**config.mk**
```make
export PLATFORM = sky130hd
export DESIGN_NAME = i2c_rom_responder
export DESIGN_NICKNAME = d
export VERILOG_FILES = /design/src/rtl/i2cr_pkg.sv /design/src/rtl/i2cr_line_event.sv /design/src/rtl/i2cr_rom.sv /design/src/rtl/i2c_rom_responder.sv
export SDC_FILE = /design/constraint.sdc
export NUM_CORES = 1
export LEC_CHECK = 0
export ABC_CLOCK_PERIOD_IN_PS = 3950
export BUFFER_PORTS_ARGS = -buffer_cell sky130_fd_sc_hd__buf_4
export CAP_MARGIN = 30
export CORE_MARGIN = 2
export CORE_UTILIZATION = 60
export CTS_CLUSTER_DIAMETER = 200
export CTS_CLUSTER_SIZE = 24
export DETAILED_ROUTE_END_ITERATION = 7
export PLACE_DENSITY = 0.78
export SYNTH_ARGS = -nofsm -noshare
export SYNTH_HDL_FRONTEND = slang
export SYNTH_SLANG_ARGS = --single-unit
```
**constraint.sdc**
```tcl
create_clock -name clk -period 3.95 [get_ports clk]
set_input_delay 0.395 -clock clk [delete_from_list [all_inputs] [get_ports clk]]
set_output_delay 0.395 -clock clk [all_outputs]
set_load 0.01 [all_outputs]
```
**src/rtl/i2cr_pkg.sv**
```systemverilog
package i2cr_pkg;

    localparam int IMG_BYTES = 256;
    localparam int IMG_BITS  = 8;

    // Classification of one strobe against the stored line levels
    typedef enum logic [2:0] {
        EV_NONE      = 3'd0,
        EV_START     = 3'd1,
        EV_STOP      = 3'd2,
        EV_RISE_BIT  = 3'd3,
        EV_RISE_SKEW = 3'd4
    } line_ev_e;

    // Default image: a computed 128-byte table followed by zeros
    function automatic logic [IMG_BYTES*IMG_BITS-1:0] default_image();
        logic [IMG_BYTES*IMG_BITS-1:0] img;
        img = '0;
        for (int i = 0; i < IMG_BYTES / 2; i++) begin
            img[i*IMG_BITS +: IMG_BITS] = IMG_BITS'((i * 29 + 7) % 256);
        end
        return img;
    endfunction

endpackage

```
**src/rtl/i2cr_line_event.sv**
```systemverilog
module i2cr_line_event
    import i2cr_pkg::*;
(
    input  logic     scl_prev,
    input  logic     sda_prev,
    input  logic     scl_now,
    input  logic     sda_now,
    output line_ev_e ev
);

    always_comb begin
        ev = EV_NONE;
        if (scl_prev && scl_now && (sda_prev != sda_now)) begin
            ev = sda_now ? EV_STOP : EV_START;
        end else if (!scl_prev && scl_now) begin
            ev = (sda_prev == sda_now) ? EV_RISE_BIT : EV_RISE_SKEW;
        end
    end

endmodule

```
**src/rtl/i2cr_rom.sv**
```systemverilog
module i2cr_rom #(
    parameter int                     BYTE_W = 8,
    parameter int                     DEPTH  = 256,
    parameter logic [DEPTH*BYTE_W-1:0] IMAGE = '0
) (
    input  logic [$clog2(DEPTH)-1:0] rd_addr,
    output logic [BYTE_W-1:0]        rd_data
);

    logic [BYTE_W-1:0] cells [DEPTH];

    for (genvar g = 0; g < DEPTH; g++) begin : g_cell
        assign cells[g] = IMAGE[g*BYTE_W +: BYTE_W];
    end

    assign rd_data = cells[rd_addr];

endmodule

```
**src/rtl/i2c_rom_responder.sv**
```systemverilog
module i2c_rom_responder
    import i2cr_pkg::*;
#(
    parameter int BYTE_W = 8,
    parameter logic [(1<<BYTE_W)*BYTE_W-1:0] ROM_IMAGE = default_image(),
    localparam int DEPTH  = 1 << BYTE_W,
    localparam int TICK_W = $clog2(2 * BYTE_W + 2)
) (
    input  logic              clk,
    input  logic              rst,
    input  logic              strobe,
    input  logic              scl_in,
    input  logic              sda_in,
    output logic              sda_out,
    output logic [TICK_W-1:0] tick_out
);

    localparam logic [TICK_W-1:0] CMD_DONE  = TICK_W'(BYTE_W + 1);
    localparam logic [TICK_W-1:0] ADDR_DONE = TICK_W'(2 * BYTE_W + 1);

    typedef struct packed {
        logic              scl;
        logic              sda;
        logic [TICK_W-1:0] tick;
        logic [BYTE_W-1:0] cmd;
        logic [BYTE_W-1:0] addr;
        logic [BYTE_W-1:0] data;
        logic              ack;
    } st_t;

    st_t st_q, st_d;

    line_ev_e          ev;
    logic [BYTE_W-1:0] next_addr;
    logic [BYTE_W-1:0] rom_rd;
    logic [TICK_W-1:0] tick_inc;
    logic              sda_res;

    i2cr_line_event u_ev (
        .scl_prev (st_q.scl),
        .sda_prev (st_q.sda),
        .scl_now  (scl_in),
        .sda_now  (sda_in),
        .ev       (ev)
    );

    assign next_addr = {st_q.addr[BYTE_W-2:0], sda_in};
    assign tick_inc  = st_q.tick + 1'b1;

    i2cr_rom #(
        .BYTE_W (BYTE_W),
        .DEPTH  (DEPTH),
        .IMAGE  (ROM_IMAGE)
    ) u_rom (
        .rd_addr (next_addr),
        .rd_data (rom_rd)
    );

    always_comb begin
        st_d    = st_q;
        sda_res = sda_in;
        if (strobe) begin
            if (ev == EV_START) begin
                st_d.tick = TICK_W'(1);
                st_d.cmd  = '0;
            end else if (ev == EV_STOP) begin
                // stop: counters untouched
            end else if (st_q.tick == '0 && !st_q.ack) begin
                // idle until a start arrives
            end else if (ev == EV_RISE_BIT || ev == EV_RISE_SKEW) begin
                if (st_q.ack) begin
                    sda_res   = 1'b0;
                    st_d.ack  = 1'b0;
                end else if (ev == EV_RISE_BIT) begin
                    if (st_q.tick < CMD_DONE) begin
                        st_d.cmd  = {st_q.cmd[BYTE_W-2:0], sda_in};
                        st_d.tick = tick_inc;
                        if (tick_inc == CMD_DONE) begin
                            st_d.ack = 1'b1;
                        end
                    end else if (st_q.tick < ADDR_DONE) begin
                        if (st_q.cmd[0]) begin
                            sda_res = st_q.data[BYTE_W-1];
                        end
                        st_d.addr = next_addr;
                        st_d.data = {st_q.data[BYTE_W-2:0], 1'b0};
                        st_d.tick = tick_inc;
                        if (tick_inc == ADDR_DONE) begin
                            st_d.data = rom_rd;
                            st_d.ack  = 1'b1;
                            st_d.tick = '0;
                        end
                    end else begin
                        sda_res = 1'b0;
                    end
                end
            end
            st_d.scl = scl_in;
            st_d.sda = sda_res;
        end
    end

    always_ff @(posedge clk) begin
        if (rst) begin
            st_q     <= '0;
            st_q.scl <= 1'b1;
            st_q.sda <= 1'b1;
        end else begin
            st_q <= st_d;
        end
    end

    assign sda_out  = st_q.sda;
    assign tick_out = st_q.tick;

endmodule

```
==> results.tsv, run 1 <==
metric	value	unit
path_common_cell	inv_1	
cts_resized	0	
clockPowerShare	42.8	%
cpPeakStageDelay	480	ps
dpl.hpwl	3.86	mm
grtUsageTotal	26.8	%
pwr-share-comb	9.1	%
p_int	396	µW
via_per_inst	6.49	
max_freq	363	MHz
tightest_slew	656	ps
r2r_slack	1190	ps
nets	328	
place_inst	353	
avgSynthCellArea	7.14	µm²
p_leak	0.821	nW
yosysUniqueCellTypes	63	
coreArea	3660	µm²
crit_path_end_kind	flop	
postPlaceCellArea	2320	µm²
design_area	2400	µm²
drtIter0Drc	175	
final_hold_viol_count	0	
rows	22	
cts_tree	yes	
wl_per_cell	15.5	µm
clock_latency	270	ps
yosysSeqAreaShare	20.9	%
synthCells	322	
grt_max_degree	40	
critPathKind	flop to flop	
grt_pass1_vias	2017	
die_h	65.9	µm
initial_core_util	62.8	%
ant_nets	0	
final.min_clock_period	2760	ps
die_area	4340	µm²
synth_top_cells_by_count	nand2_1, a21oi_1, nor2_1	
port-buffer-count	10	
instances_no_fill	357	
ir_drop	0.136	mV
worstPathMaxFanout	15	
maxCapViolCount	0	
synthArstFlopShare	0	%
totalPowerFinal	512	µW
numClockSinks	24	
slew_headroom	56.1	%
htree_levels	1	
cts-root-buf	clkbuf_8	
worstPathCellList	buf_4 > inv_1 > ha_1 > inv_1 > o2111a_1 > a31o_2 > a32o_1 > or4b_1 > a211oi_1	
drive_gt1_share	10.0	%
sequentialPowerShare	48.2	%
holdPathStages	3	
min_path_type	input pin to flop	
gp_congestion	0.893	
post_cts_buffers	0	
rr_endpoint	st_q[7]	
gr-total-overflow	0	
synth_area_leaders	dfxtp_1, ha_1, a21oi_1, nand2_1, nor2_1	
crit_start	next_addr[1]	
clkTransAtPathRegs	90	ps
dr.pass1.iters	5	
drc_errors	0	
cp.required	4140	ps
tns	0	ps
synthToLayoutAreaGrowth	4.19	%
syn-cell-area	2300	µm²
yosys.cell_count.top_type	nand2_1	
setup_viol	0	
p_sw_share	22.7	%
hold_buffers	0	
synth_nets	340	
r2r-start	next_addr[1]	
yosys.area.top_type	dfxtp_1	
synth_top_area_share	20.9	%
fin_skew	4.40	ps
status	complete, no violations	
p_sw	116	µW
antenna_found_initial	0	
cp.arrival	2950	ps
pin_count	11	
final_util	65.4	%
power_density	214	nW/µm²
antennaDiodeCount	0	
fillers	333	
clk_path_buf_depth	2	
via_count	2318	
synth_ff_type	dfxtp_1	
ys_seq_elements	24	
rsz0062_at_grt	no	
synth_edf_count	0	
slowest_stage	ha_1	
die_x	65.9	µm
startpoint_type	flop	
r2r_cells	9	
numCtsBuffers	3	
drt_wl_total	5.54	mm
fin_crit_sh	69.8	%
yosysWarningCount	0	
drv_slew	0	
crit_end	st_q[7]	
grt_pass1_wl	9.26	mm
==> worst min path at each step <==
stage / from / end / slack (ps)
2_1_floorplan: st_q[1] / st_q[2] / 450
3_3_place_gp: st_q[4] / st_q[5] / 470
3_5_place_dp: st_q[1] / st_q[2] / 470
4_1_cts: scl_in / st_q[31] / 420
5_1_grt: scl_in / st_q[31] / 430
6_report: scl_in / st_q[31] / 430
==> layout by cell type, fill, tap and decap left out, types with 5 or more instances in the layout <==
| cell | count |
|---|---|
| nor3_1 | 8 |
| ha_1 | 13 |
| o21ai_0 | 17 |
| nor2_1 | 27 |
| a311oi_1 | 5 |
| a21oi_1 | 32 |
| nand2b_1 | 5 |
| a211oi_1 | 8 |
| buf_4 | 16 |
| nor2b_1 | 6 |
| xnor2_1 | 5 |
| dfxtp_1 | 24 |
| nand3_1 | 6 |
| o211ai_1 | 5 |
| inv_1 | 10 |
| or3_1 | 8 |
| nand2_1 | 41 |
==> metal layers <==
metal	GRT usage (%)	wire length [µm]
met4	9.90	101
met1	33.5	2360
met2	46.0	2670
met3	4.60	414
met5	0	0
==> cells by family after synthesis <==
kind of cell               synth area share [%]
and+or+nand+nor                            27.0
AOI/OAI and AO/OA                          31.7
buffers and inverters                      8.87
DFF                                        20.9
adders and majority gates                  7.51
xor gates and xnor gates                   2.29
muxes                                      1.74
==> power by group through the flow <==
stage                     combinational (mW)  sequential [mW]  clock [mW]
after global placement                0.0446            0.252           0
final                                 0.0464            0.247       0.219
after global routing                  0.0515            0.247       0.234
after detailed placement              0.0455            0.252           0
after floorplan                       0.0330            0.252           0
after CTS                             0.0457            0.247       0.223
==> area by class of cell <==
class                           instances  area [µm²]  share of cell area (%)
Multi-Input combinational cell        252        1620                    67.4
Timing Repair Buffer                   16         120                    5.01
Clock buffer                            3        41.3                    1.72
Clock inverter                          1        30.0                    1.25
Inverter                               13        48.8                    2.04
Tap cell                               48        60.1                    2.51
Sequential cell                        24         480                    20.1
==> through the flow <==
stage               hold slack, ps  setup WS (ps)
finish                         427           1190
global route                   427           1080
CTS                            422           1250
detailed placement             470            976
global placement               468           1030
floorplan                      455           1130
==> registers in the layout, indices dropped and copies added, names as in the netlist <==
signal     flops
st_q          11
next_addr      7
tick_out       5
sda_out        1
==> worst max-delay path: cells and delay by family, from the launching register on <==
family | cells | cell delay [ps]
adders and majority gates | 1 | 480
buffers and inverters | 3 | 530
and+or+nand+nor | 1 | 470
AOI/OAI and AO/OA | 4 | 880
DFF | 1 | 330
(Power assumes the default switching activity.)
==> inputs of run 2 (changes only) <==
Settings changed: ABC_CLOCK_PERIOD_IN_PS 3950 to 2700.
Clock period 3.95 ns to 2.7 ns, I/O delays scaled along.
==> run 2 against run 1 <==
Effect of this change: final area rose by 5.2%; sequential power rose by 46%; largest power group unchanged; power rose by 27%; global-route usage rose by 2.3 points; setup slack got worse by 960 ps; utilization rose by 3.4 points; clock-buffer cell count did not move; hold slack got worse by 130 ps; die area did not move; via count rose by 4.6%; cell count rose by 5.0%; clock skew rose by 4.8 ps.
==> results.tsv, run 2 (synthesis results as in run 1) <==
metric	value	unit	change
p_sw_share	25.4	%	was 22.7%
port-buffer-count	10		unchanged
grtUsageTotal	29.1	%	was 26.8%
grt_pass1_wl	9.95	mm	was 9.26 mm
status	complete, no violations		unchanged
clock_latency	270	ps	about the same
place_inst	372		was 353
cts_tree	yes		unchanged
p_sw	166	µW	was 116 µW
cts_resized	0		unchanged
hold_path_end	st_q[31]		unchanged
via_count	2425		was 2318
final.min_clock_period	2460	ps	was 2760 ps
rr_endpoint	tick_out[3]		was st_q[7]
critPathKind	flop to flop		unchanged
maxCapViolCount	0		unchanged
max_freq	406	MHz	was 363 MHz
clk_path_buf_depth	2		unchanged
clockPowerShare	33.1	%	was 42.8%
ir_drop	0.298	mV	was 0.136 mV
highest_layer	met4		unchanged
worstPathCellList	inv_1 > ha_1 > nor4b_2 > nor4_1 > a211oi_1 > or2_1 > or4_1 > a21oi_1		was buf_4 > inv_1 > ha_1 > inv_1 > o2111a_1 > a31o_2 > a32o_1 > or4b_1 > a211oi_1
grt_max_degree	27		was 40
dpl.hpwl	4.39	mm	was 3.86 mm
fin_crit_sh	91.3	%	was 69.8%
wl_per_cell	15.9	µm	was 15.5 µm
r2r-start	tick_out[1]		was next_addr[1]
die_h	65.9	µm	unchanged
coreArea	3660	µm²	unchanged
final_common_cell	nand2_1		unchanged
pwr-share-comb	11.5	%	was 9.1%
fin_skew	9.23	ps	was 4.40 ps
drt-met1-wl	2.80	mm	was 2.36 mm
final_hold_viol_count	0		unchanged
crit_buf_inv	1		was 3
pin_count	11		unchanged
die_area	4340	µm²	unchanged
die_x	65.9	µm	unchanged
rows	22		unchanged
worstPathMaxFanout	9		was 15
cts-root-buf	clkbuf_8		unchanged
holdPathStages	3		unchanged
hold_buffers	0		unchanged
min_path_type	input pin to flop		unchanged
drive_gt1_share	15.0	%	was 10.0%
setup_viol	0		unchanged
htree_levels	1		unchanged
gr-total-overflow	0		unchanged
cp.arrival	2680	ps	was 2950 ps
met3_wirelength	314	µm	was 414 µm
grt_pass1_vias	2153		was 2017
initial_core_util	62.8	%	unchanged
instances_no_fill	375		was 357
dr.pass1.iters	4		was 5
numClockSinks	24		unchanged
r2r_slack	240	ps	was 1190 ps
cp.required	2910	ps	was 4140 ps
antenna_found_initial	0		unchanged
nets	347		was 328
sequentialPowerShare	55.4	%	was 48.2%
r2r_cells	8		was 9
rsz0062_at_grt	no		unchanged
tns	0	ps	unchanged
crit_family	simple AND/OR/NAND/NOR gates		was compound AO/OA/AOI/OAI gates
tightest_slew	681	ps	was 656 ps
drt_wl_total	5.97	mm	was 5.54 mm
clkTransAtPathRegs	90	ps	about the same
dr_wl_met2	2.81	mm	was 2.67 mm
drtIter0Drc	263		was 175
cpPeakStageDelay	530	ps	was 480 ps
crit_path_end_kind	flop		unchanged
final_cell_mix	nand2_1, buf_4, a21oi_1, nor2_1, dfxtp_1		was nand2_1, a21oi_1, nor2_1, dfxtp_1, o21ai_0
slowest_stage	dfxtp_1		was ha_1
numCtsBuffers	3		unchanged
p_int	485	µW	was 396 µW
multiInputGateArea	1620	µm²	unchanged
synthToLayoutAreaGrowth	9.63	%	was 4.19%
via_per_inst	6.47		was 6.49
drv_slew	0		unchanged
startpoint_type	flop		unchanged
p_leak	0.907	nW	was 0.821 nW
power_density	258	nW/µm²	was 214 nW/µm²
fillers	330		was 333
hold_start	scl_in		unchanged
post_cts_buffers	0		unchanged
gp_congestion	0.957		was 0.893
ant_nets	0		unchanged
drc_errors	0		unchanged
top_register	st_q		unchanged
largest_register_ffs	11		unchanged
seqCellArea	480	µm²	unchanged
slew_headroom	54.5	%	was 56.1%
antennaDiodeCount	0		unchanged
[run 2: through the flow]
step / hold slack, ps / util, % / setup slack [ps] / area [µm²] / power (mW)
floorplan: 416 / - / 8.86 / 2300 / 0.417
global placement: 471 / 67.7 / 344 / 2480 / 0.440
detailed placement: 472 / 67.7 / 287 / 2480 / 0.442
CTS: 296 / 68.9 / 272 / 2520 / 0.654
global route: 311 / 68.9 / 75.5 / 2520 / 0.675
finish: 301 / 68.9 / 236 / 2520 / 0.651
[run 2: worst max-delay path by stage]
stage / startpoint / endpoint / slack, ps / cells after the start
after global routing: tick_out[1] / tick_out[2] / 80 / 8
after global placement: tick_out[1] / tick_out[3] / 340 / 8
after detailed placement: sda_in / st_q[7] / 290 / 9
final: tick_out[1] / tick_out[3] / 240 / 8
after CTS: tick_out[1] / tick_out[3] / 270 / 8
after floorplan: next_addr[1] / st_q[7] / 9 / 10
[run 2: area by class of cell]
type / count / share of cell area (%)
clock buffer: 3 / 1.64
timing repair buffer: 35 / 10.9
inverter: 13 / 1.94
sequential: 24 / 19.1
tap: 48 / 2.38
multi-input combinational: 252 / 64.1
[run 2: tightest hold or removal path: cells and delay by family]
kind,cells,cell delay [ps]
and+or+nand+nor,2,180
buffers and inverters,1,90
[run 2: power by group through the flow]
stage	Combinational (mW)	Sequential [mW]	Clock, mW
CTS	0.0736	0.360	0.220
finish	0.0746	0.360	0.216
detailed placement	0.0734	0.369	0
floorplan	0.0482	0.368	0
global placement	0.0718	0.369	0
global route	0.0808	0.361	0.233
[run 2: routing by layer]
layer  GRT usage, %  up-vias
met5              0        -
met2           44.8       82
li1               -     1183
met3           4.60        8
met1           42.0     1152
met4           7.55        0
==> inputs of run 3 (changes only) <==
Settings changed: BUFFER_PORTS_ARGS -buffer_cell sky130_fd_sc_hd__buf_4 to -buffer_cell sky130_fd_sc_hd__clkbuf_2, MAX_ROUTING_LAYER set to met4.
==> run 3 against run 2 <==
Effect of this change: sequential power hardly changed; hold slack worse by 3.0 ps; critical endpoint unchanged; routed wire length is 4.8% lower.
==> results.tsv, run 3 (synthesis results as in run 1) <==
metric	value	unit	change
antennaDiodeCount	0		unchanged
power_density	263	nW/µm²	was 258 nW/µm²
sequentialPowerShare	56.1	%	was 55.4%
gr-total-overflow	0		unchanged
cts-root-buf	clkbuf_8		unchanged
p_leak	0.868	nW	was 0.907 nW
clockPowerShare	33.0	%	was 33.1%
startpoint_type	flop		unchanged
p_sw_share	25.0	%	was 25.4%
clock_latency	270	ps	about the same
via_count	2378		was 2425
cp.required	2900	ps	was 2910 ps
drt_wl_total	5.68	mm	was 5.97 mm
drv_slew	0		unchanged
final.min_clock_period	2510	ps	was 2460 ps
largest_register_ffs	11		unchanged
coreArea	3660	µm²	unchanged
tightest_slew	651	ps	was 681 ps
fin_skew	9.59	ps	was 9.23 ps
rr_endpoint	tick_out[3]		unchanged
final_hold_viol_count	0		unchanged
tns	0	ps	unchanged
maxCapViolCount	0		unchanged
met3_usage	4.26	%	was 4.60%
fin_crit_sh	92.9	%	was 91.3%
r2r_slack	190	ps	was 240 ps
holdPathStages	3		unchanged
ant_nets	0		unchanged
setup_viol	0		unchanged
grtUsageTotal	28.9	%	was 29.1%
grt_pass1_wl	9.67	mm	was 9.95 mm
hold_start	scl_in		unchanged
clkTransAtPathRegs	90	ps	about the same
rows	22		unchanged
r2r_cells	8		unchanged
numCtsBuffers	3		unchanged
final_util	66.6	%	was 68.9%
min_path_type	input pin to flop		unchanged
slew_headroom	56.5	%	was 54.5%
cts_tree	yes		unchanged
max_freq	399	MHz	was 406 MHz
die_h	65.9	µm	unchanged
initial_core_util	62.8	%	unchanged
gp_congestion	0.907		was 0.957
nets	341		was 347
met1_usage	39.8	%	was 42.0%
drtIter0Drc	236		was 263
numClockSinks	24		unchanged
via_per_inst	6.44		was 6.47
final_cell_mix	nand2_1, a21oi_1, nor2_1, dfxtp_1, buf_4		was nand2_1, buf_4, a21oi_1, nor2_1, dfxtp_1
r2r-start	tick_out[1]		unchanged
p_int	482	µW	was 485 µW
pwr-share-comb	10.9	%	was 11.5%
drive_gt1_share	13.7	%	was 15.0%
clk_path_buf_depth	2		unchanged
critPathKind	flop to flop		unchanged
grt_max_degree	27		unchanged
htree_levels	1		unchanged
place_inst	366		was 372
cp.arrival	2710	ps	was 2680 ps
p_sw	161	µW	was 166 µW
grt_pass1_vias	2075		was 2153
port-buffer-count	10		unchanged
grt_busiest_layer	met2		unchanged
antenna_found_initial	0		unchanged
dpl.hpwl	4.13	mm	was 4.39 mm
instances_no_fill	369		was 375
pin_count	11		unchanged
status	complete, no violations		unchanged
die_x	65.9	µm	unchanged
rsz0062_at_grt	no		unchanged
holdWs	298	ps	was 301 ps
totalPowerFinal	642	µW	was 651 µW
drc_errors	0		unchanged
wl_per_cell	15.4	µm	was 15.9 µm
hold_path_end	st_q[31]		unchanged
dr.pass1.iters	5		was 4
synthToLayoutAreaGrowth	6.09	%	was 9.63%
worstPathMaxFanout	9		unchanged
die_area	4340	µm²	unchanged
use_met2	43.6	%	was 44.8%
ir_drop	0.230	mV	was 0.298 mV
hold_buffers	0		unchanged
crit_path_end_kind	flop		unchanged
top_register	st_q		unchanged
final_common_cell	nand2_1		unchanged
-- run 3: critical path: stages (launching register included) --
cell	delay, ps
dfxtp_1	480
inv_1	70
ha_1	260
nor4b_2	230
nor4_1	260
a211oi_1	130
or2_1	320
or4_1	520
a21oi_1	150
-- run 3: power by group through the flow --
stage / clock network [mW] / registers (mW) / logic, mW
2_1_floorplan: 0 / 0.368 / 0.0482
3_3_place_gp: 0 / 0.369 / 0.0679
3_5_place_dp: 0 / 0.369 / 0.0686
4_1_cts: 0.218 / 0.360 / 0.0690
5_1_grt: 0.231 / 0.361 / 0.0780
6_report: 0.212 / 0.361 / 0.0700
-- run 3: timing repair --
action	4_1_cts	5_1_grt
buffers inserted	0	0
setup endpoints to repair	0	2
resized for setup	0	1
-- run 3: worst max-delay path by stage --
stage                 start           to  slack, ps
2_1_floorplan  next_addr[1]      st_q[7]          9
3_3_place_gp    tick_out[0]  tick_out[3]        210
3_5_place_dp    tick_out[0]  tick_out[3]        200
4_1_cts         tick_out[0]  tick_out[3]        160
5_1_grt         tick_out[1]  tick_out[3]         20
6_report        tick_out[1]  tick_out[3]        190
-- run 3: area by class of cell --
| type | count | area, µm² |
|---|---|---|
| multi-input combinational | 252 | 1620 |
| fill | 331 | 1220 |
| sequential | 24 | 482 |
| timing repair buffer | 29 | 193 |
| tap | 48 | 60.1 |
| inverter | 13 | 48.8 |
| clock buffer | 3 | 41.3 |
-- run 3: routing by layer --
metal | vias up | share of wire (%)
met5 | - | 0
met4 | 0 | 1.6
met1 | 1097 | 47
met2 | 94 | 45
li1 | 1176 | -
met3 | 11 | 6.7
-- run 3: per-stage QoR --
| step | cell area [µm²] | worst slack [ps] |
|---|---|---|
| finish | 2440 | 191 |
| CTS | 2440 | 161 |
| global placement | 2400 | 211 |
| detailed placement | 2400 | 200 |
| global route | 2440 | 15.0 |
| floorplan | 2300 | 8.86 |
